==> config.mk <==
export PLATFORM = sky130hd
export DESIGN_NAME = xbus_ctrl
export DESIGN_NICKNAME = d
export VERILOG_FILES = /design/src/rtl/xbus_pkg.sv /design/src/rtl/xbus_seq.sv /design/src/rtl/xbus_lane.sv /design/src/rtl/xbus_upper.sv /design/src/rtl/xbus_ctrl.sv
export SDC_FILE = /design/constraint.sdc
export NUM_CORES = 1
export LEC_CHECK = 0
export CAP_MARGIN = 40
export CORE_UTILIZATION = 48
export CTS_BUF_LIST = sky130_fd_sc_hd__clkbuf_8
export CTS_CLUSTER_SIZE = 30
export DETAILED_ROUTE_END_ITERATION = 10
export PLACE_DENSITY = 0.88
export RECOVER_POWER = 50
export REMOVE_ABC_BUFFERS = 1
export SYNTH_ARGS = -nofsm -noshare
export SYNTH_HDL_FRONTEND = slang
export SYNTH_SLANG_ARGS = --single-unit
==> constraint.sdc <==
create_clock -name clk -period 4.33 [get_ports clk]
set_clock_uncertainty 0.2 [all_clocks]
set_input_delay 0.6495 -clock clk [delete_from_list [all_inputs] [get_ports clk]]
set_output_delay 0.6495 -clock clk [all_outputs]
set_load 0.005 [all_outputs]
==> src/rtl/xbus_pkg.sv <==
package xbus_pkg;
  typedef enum logic [2:0] {
    PH_IDLE = 3'd0,
    PH_ADDR = 3'd1,
    PH_ASL  = 3'd2,
    PH_ASH  = 3'd3,
    PH_TURN = 3'd4,
    PH_DSL  = 3'd5,
    PH_DSH  = 3'd6
  } xbus_phase_e;
endpackage

==> src/rtl/xbus_seq.sv <==
module xbus_seq
  import xbus_pkg::*;
#(
  parameter int EXT_WAIT = 2
) (
  input  logic        clk,
  input  logic        rst_n,
  input  logic        start,
  input  logic        ext,
  output xbus_phase_e phase,
  output logic        take,
  output logic        cap_en,
  output logic        done
);
  localparam int WW = (EXT_WAIT < 1) ? 1 : $clog2(EXT_WAIT + 1);

  xbus_phase_e phase_q, phase_d;
  logic [WW-1:0] wait_q, wait_d;
  logic          wait_en;

  // next-state logic
  always_comb begin
    phase_d = phase_q;
    wait_d  = wait_q;
    wait_en = 1'b0;
    unique case (phase_q)
      PH_IDLE: if (start) phase_d = PH_ADDR;
      PH_ADDR: phase_d = PH_ASL;
      PH_ASL:  phase_d = PH_ASH;
      PH_ASH:  phase_d = PH_TURN;
      PH_TURN: begin
        phase_d = PH_DSL;
        wait_en = 1'b1;
        wait_d  = ext ? WW'(EXT_WAIT) : '0;
      end
      PH_DSL: begin
        if (wait_q == '0) begin
          phase_d = PH_DSH;
        end else begin
          wait_en = 1'b1;
          wait_d  = wait_q - 1'b1;
        end
      end
      PH_DSH:  phase_d = PH_IDLE;
      default: phase_d = PH_IDLE;
    endcase
  end

  // state registers
  always_ff @(posedge clk or negedge rst_n) begin
    if (!rst_n) begin
      phase_q <= PH_IDLE;
    end else begin
      phase_q <= phase_d;
    end
  end

  always_ff @(posedge clk or negedge rst_n) begin
    if (!rst_n) begin
      wait_q <= '0;
    end else if (wait_en) begin
      wait_q <= wait_d;
    end
  end

  assign phase  = phase_q;
  assign take   = (phase_q == PH_IDLE) && start;
  assign cap_en = (phase_q == PH_DSL) && (wait_q == '0);
  assign done   = (phase_q == PH_DSH);
endmodule

==> src/rtl/xbus_lane.sv <==
module xbus_lane
  import xbus_pkg::*;
#(
  parameter int AW = 16,
  parameter int DW = 8
) (
  input  logic          clk,
  input  logic          rst_n,
  input  logic          take,
  input  logic [AW-1:0] req_addr,
  input  logic          req_write,
  input  logic          req_data_mem,
  input  logic [DW-1:0] req_wdata,
  input  xbus_phase_e   phase,
  input  logic          cap_en,
  input  logic          float_en,
  input  logic [DW-1:0] ad_i,
  output logic [DW-1:0] ad_o,
  output logic          ad_oe,
  output logic          rw_o,
  output logic          dm_n_o,
  output logic [DW-1:0] rdata,
  output logic [AW-DW-1:0] addr_hi
);
  logic [AW-1:0] addr_q;
  logic          wr_q;
  logic          dm_q;
  logic [DW-1:0] wdata_q;
  logic [DW-1:0] rdata_q;
  logic          rd_cap;
  logic          addr_ph;
  logic          data_ph;
  logic          active;

  assign rd_cap = cap_en && !wr_q;

  // request latch, loaded only when a transfer is accepted
  always_ff @(posedge clk or negedge rst_n) begin
    if (!rst_n) begin
      addr_q  <= '0;
      wr_q    <= 1'b0;
      dm_q    <= 1'b0;
      wdata_q <= '0;
    end else if (take) begin
      addr_q  <= req_addr;
      wr_q    <= req_write;
      dm_q    <= req_data_mem;
      wdata_q <= req_wdata;
    end
  end

  // read capture at the edge that ends the data strobe
  always_ff @(posedge clk or negedge rst_n) begin
    if (!rst_n) begin
      rdata_q <= '0;
    end else if (rd_cap) begin
      rdata_q <= ad_i;
    end
  end

  always_comb begin
    addr_ph = (phase == PH_ADDR) || (phase == PH_ASL) || (phase == PH_ASH);
    data_ph = (phase == PH_TURN) || (phase == PH_DSL) || (phase == PH_DSH);
    active  = addr_ph || data_ph;
    ad_o    = '0;
    if (addr_ph) begin
      ad_o = addr_q[DW-1:0];
    end else if (data_ph && wr_q) begin
      ad_o = wdata_q;
    end
    ad_oe  = !float_en && (addr_ph || (data_ph && wr_q));
    rw_o   = active ? !wr_q : 1'b1;
    dm_n_o = active ? !dm_q : 1'b1;
  end

  assign rdata   = rdata_q;
  assign addr_hi = addr_q[AW-1:DW];
endmodule

==> src/rtl/xbus_upper.sv <==
module xbus_upper #(
  parameter int UW   = 8,
  parameter int NIBS = 2
) (
  input  logic [UW-1:0]   addr_hi,
  input  logic [NIBS-1:0] nib_addr,
  input  logic            float_en,
  input  logic [UW-1:0]   gpio_val,
  input  logic [UW-1:0]   gpio_dir,
  output logic [UW-1:0]   up_o,
  output logic [UW-1:0]   up_oe
);
  for (genvar n = 0; n < NIBS; n++) begin : g_nib
    always_comb begin
      if (nib_addr[n]) begin
        up_o[4*n +: 4]  = addr_hi[4*n +: 4];
        up_oe[4*n +: 4] = {4{!float_en}};
      end else begin
        up_o[4*n +: 4]  = gpio_val[4*n +: 4];
        up_oe[4*n +: 4] = gpio_dir[4*n +: 4];
      end
    end
  end
endmodule

==> src/rtl/xbus_ctrl.sv <==
module xbus_ctrl
  import xbus_pkg::*;
#(
  parameter int AW       = 16,
  parameter int DW       = 8,
  parameter int EXT_WAIT = 2,
  localparam int UW      = AW - DW,
  localparam int NIBS    = UW / 4
) (
  input  logic            clk,
  input  logic            rst_n,
  input  logic            req_start,
  input  logic [AW-1:0]   req_addr,
  input  logic            req_write,
  input  logic            req_data_mem,
  input  logic [DW-1:0]   req_wdata,
  output logic [DW-1:0]   rsp_rdata,
  output logic            rsp_done,
  output logic            busy,
  input  logic            cfg_wr,
  input  logic            cfg_ext,
  input  logic            cfg_float,
  input  logic [NIBS-1:0] cfg_nib_addr,
  input  logic [UW-1:0]   cfg_up_dir,
  input  logic [UW-1:0]   up_gpio,
  input  logic [DW-1:0]   ad_i,
  output logic [DW-1:0]   ad_o,
  output logic            ad_oe,
  output logic [UW-1:0]   up_o,
  output logic [UW-1:0]   up_oe,
  output logic            as_n_o,
  output logic            ds_n_o,
  output logic            rw_o,
  output logic            dm_n_o,
  output logic            ctl_oe
);
  logic            ext_q, float_q;
  logic [NIBS-1:0] nib_q;
  logic [UW-1:0]   dir_q;

  xbus_phase_e   phase;
  logic          take, cap_en, done;
  logic [UW-1:0] addr_hi;

  // settings register
  always_ff @(posedge clk or negedge rst_n) begin
    if (!rst_n) begin
      ext_q   <= 1'b0;
      float_q <= 1'b0;
      nib_q   <= '0;
      dir_q   <= '0;
    end else if (cfg_wr) begin
      ext_q   <= cfg_ext;
      float_q <= cfg_float;
      nib_q   <= cfg_nib_addr;
      dir_q   <= cfg_up_dir;
    end
  end

  xbus_seq #(.EXT_WAIT(EXT_WAIT)) i_seq (
    .clk    (clk),
    .rst_n  (rst_n),
    .start  (req_start),
    .ext    (ext_q),
    .phase  (phase),
    .take   (take),
    .cap_en (cap_en),
    .done   (done)
  );

  xbus_lane #(.AW(AW), .DW(DW)) i_lane (
    .clk          (clk),
    .rst_n        (rst_n),
    .take         (take),
    .req_addr     (req_addr),
    .req_write    (req_write),
    .req_data_mem (req_data_mem),
    .req_wdata    (req_wdata),
    .phase        (phase),
    .cap_en       (cap_en),
    .float_en     (float_q),
    .ad_i         (ad_i),
    .ad_o         (ad_o),
    .ad_oe        (ad_oe),
    .rw_o         (rw_o),
    .dm_n_o       (dm_n_o),
    .rdata        (rsp_rdata),
    .addr_hi      (addr_hi)
  );

  xbus_upper #(.UW(UW), .NIBS(NIBS)) i_upper (
    .addr_hi  (addr_hi),
    .nib_addr (nib_q),
    .float_en (float_q),
    .gpio_val (up_gpio),
    .gpio_dir (dir_q),
    .up_o     (up_o),
    .up_oe    (up_oe)
  );

  assign as_n_o   = (phase != PH_ASL);
  assign ds_n_o   = (phase != PH_DSL);
  assign ctl_oe   = !float_q;
  assign busy     = (phase != PH_IDLE);
  assign rsp_done = done;
endmodule

==> results_dict.tcl <==
set metrics [dict create \
    synth_most_common_cell "dfrtp_1" \
    worstSetupPathDepth 4 \
    ir_worst_vdd_mv 0.3176 \
    hold_viol_final 0 \
    nNetsFinal 357 \
    tritoncts.num_buffers 5 \
    max_stage_delay_ps 860 \
    dieArea_um2 5377 \
    drc_errors 0 \
    syn_inst 206 \
    layout-drive-gt1-share 0.1873 \
    drt_pass1_iterations 4 \
    root_buffer "clkbuf_8" \
    ant_nets 0 \
    num_vias 1830 \
    status "finished, violations left" \
    place.gp.congestion 0.7734 \
    synthTopCellsByCount "dfrtp_1 (51), nand2_1 (33), mux2_2 (25), o21ai_0 (21), mux2_4 (20)" \
    slew_violations 33 \
    start_util 0.5070 \
    worstRegToRegCells 3 \
    die_w_um 73.33 \
    cts.sinks 51 \
    fin_ws_ps 1203 \
    grt_max_degree 33 \
    drt-wirelength-per-cell_um 14.23 \
    violations "capacitance limit, slew limit" \
    async_flop_share 1.000 \
    rr_endpoint "i_lane.addr_q[0]$_DFFE_PN0P_" \
    crit_chain "or3_1 -> nand2_1 -> a21oi_1 -> clkdlybuf4s50_1" \
    grt-ovfl-total 0 \
    grt_pass1_wl_mm 8.597 \
    ctsResizeCount 0 \
    setup_viol 0 \
    cp-end-kind "output port" \
    viasPerCell 5.000 \
    rsz0062_at_grt "false" \
    dp_hpwl_mm 3.935 \
    fin_crit_sh 0.7221 \
    tns_ps 0 \
    yosys_warnings 0 \
    startpoint_type "register" \
    pre_cts_slack_ps 1541 \
    die_y_um 73.33 \
    rrSetupSlack_ps 1800 \
    diodes 0 \
    yosys.area.top_type "dfrtp_1" \
    fin_crit_ps 3127 \
    h-tree-depth 2 \
    crit_type "reg -> out" \
    port_buffers 97 \
    path_buf_inv 1 \
    yosysSeqAreaShare 0.5225 \
    synth_area_leaders "dfrtp_1 (52%), mux2_4 (12%), mux2_2 (12%), nand2_1 (5.1%), o21ai_0 (4.3%)" \
    clk_pin_slew_ps 90 \
    cts_tree "yes" \
    area_growth_pct 42.37 \
    leakage_nw 1.519 \
    maxCapViolCount 1 \
    drt_iter0_markers 67 \
    grt_antenna_before_repair 0 \
    ys_ff_latch 51 \
    netlist.area_leader.share 0.5225 \
    grt_pass1_vias 1881 \
    crit_path_top_delay_cell "dfrtp_1" \
    critPathTopFamily "flip-flops" \
    critPathRequiredTime_ps 3480 \
    rr_startpoint "i_seq.phase[2]$_DFFE_PN0P_" \
    slew_headroom -0.1055 \
    power.density_nw_per_um2 579.5 \
    crit_end "ad_oe" \
    fmax_mhz 319.8 \
    cts_setup_buffers 0 \
    synth_edf_count 0 \
    synth_flop_cell "dfrtp_1" \
    tightest_slew_ps 1658 \
    wl_mm 5.207 \
    rows 25 \
    syn_area_um2 2442 \
    grt_use_total 0.2098 \
    yosysUniqueCellTypes 26 \
    hold_buffers 0 \
    clk_path_buf_depth 2 \
    syn_avg_cell_area_um2 11.86 \
    ios 98 \
    crit_arrival_ps 2280 \
    clk_latency_ps 290 \
    cp_max_fo 26 \
    core_area_um2 4817 \
    startpoint "i_seq.phase[2]$_DFFE_PN0P_" \
    min_path_type "reg -> reg" \
]
-- how the worst min path moves through the flow --
stage	start	end	slack [ps]	cells after the start
floorplan	rst_n	dir_q[0]$_DFFE_PN0P_	150	0
finish	i_lane.rdata[3]$_DFFE_PN0P_	i_lane.rdata[3]$_DFFE_PN0P_	300	1
global placement	i_lane.rdata[3]$_DFFE_PN0P_	i_lane.rdata[3]$_DFFE_PN0P_	290	1
detailed placement	i_lane.addr_q[12]$_DFFE_PN0P_	i_lane.addr_q[12]$_DFFE_PN0P_	290	1
global route	i_lane.rdata[2]$_DFFE_PN0P_	i_lane.rdata[2]$_DFFE_PN0P_	320	1
CTS	rst_n	i_lane.dm_q$_DFFE_PN0P_	110	1
-- layer usage --
metal	GRT usage	vias up	wire, um
met2	0.3529	70	2590
met3	0.05350	5	278
met5	0	-	0
li1	-	879	-
met1	0.2803	876	2310
met4	0.03419	0	26
-- report_power, final --
group	switching, W	total [W]	internal [W]
Clock	0.000144	0.000253	0.000109
Sequential	0.000155	0.000820	0.000665
Combinational	0.000323	0.000942	0.000619
Total	0.000622	0.00202	0.00139
-- worst register-to-register path: stages, from the launching register on --
cell	delay [ps]
dfrtp_1	680
or3_1	580
nor2_8	530
mux2_2	420
-- state kept, by name (all words and copies together) (netlist names) --
register        flops
dir_q               8
ext_q               1
float_q             1
i_lane.addr_q      16
i_lane.dm_q         1
i_lane.rdata        8
i_lane.wdata_q      8
i_lane.wr_q         1
i_seq.phase         3
i_seq.wait_q        2
nib_q               2
-- cells by family (layout without fill, tap and decap cells) --
logic type      Yosys count  count (layout)  synth area share
flops                    51              51            0.5225
simple gates             48              48           0.09632
mux                      45              45            0.2382
compound gates           35              35           0.07736
buf+inv                  26             119           0.06045
fa+ha+maj                 1               1          0.005122
-- cell usage in the layout, fill, tap and decap left out, types with 8 or more instances in the layout --
cell type / n
nand2_1: 33
o21ai_0: 21
mux2_4: 20
clkdlybuf4s50_1: 91
o22ai_1: 8
dfrtp_1: 51
inv_1: 15
mux2_2: 25
-- area by class of cell --
type / instances / area, um2
Fill cell: 360 / 1340
Sequential cell: 51 / 1276
Multi-Input combinational cell: 129 / 1018
Timing Repair Buffer: 98 / 968.4
Tap cell: 67 / 83.83
Clock buffer: 5 / 68.82
Inverter: 13 / 48.80
Clock inverter: 3 / 12.51
-- per-stage QoR --
step           area, um2    util  hold WS [ps]  total power [W]  instances
3_3_place_gp        3393  0.7044         287.4         0.001745        357
3_5_place_dp        3413  0.7086         289.8         0.001785        358
5_1_grt             3477  0.7218         324.9         0.002161        366
4_1_cts             3495  0.7255         111.3         0.002044        366
2_1_floorplan       2344       -         153.9         0.001308        193
6_report            3477  0.7218         304.7         0.002015        366
Note: power is estimated with default switching activity, not from simulation.
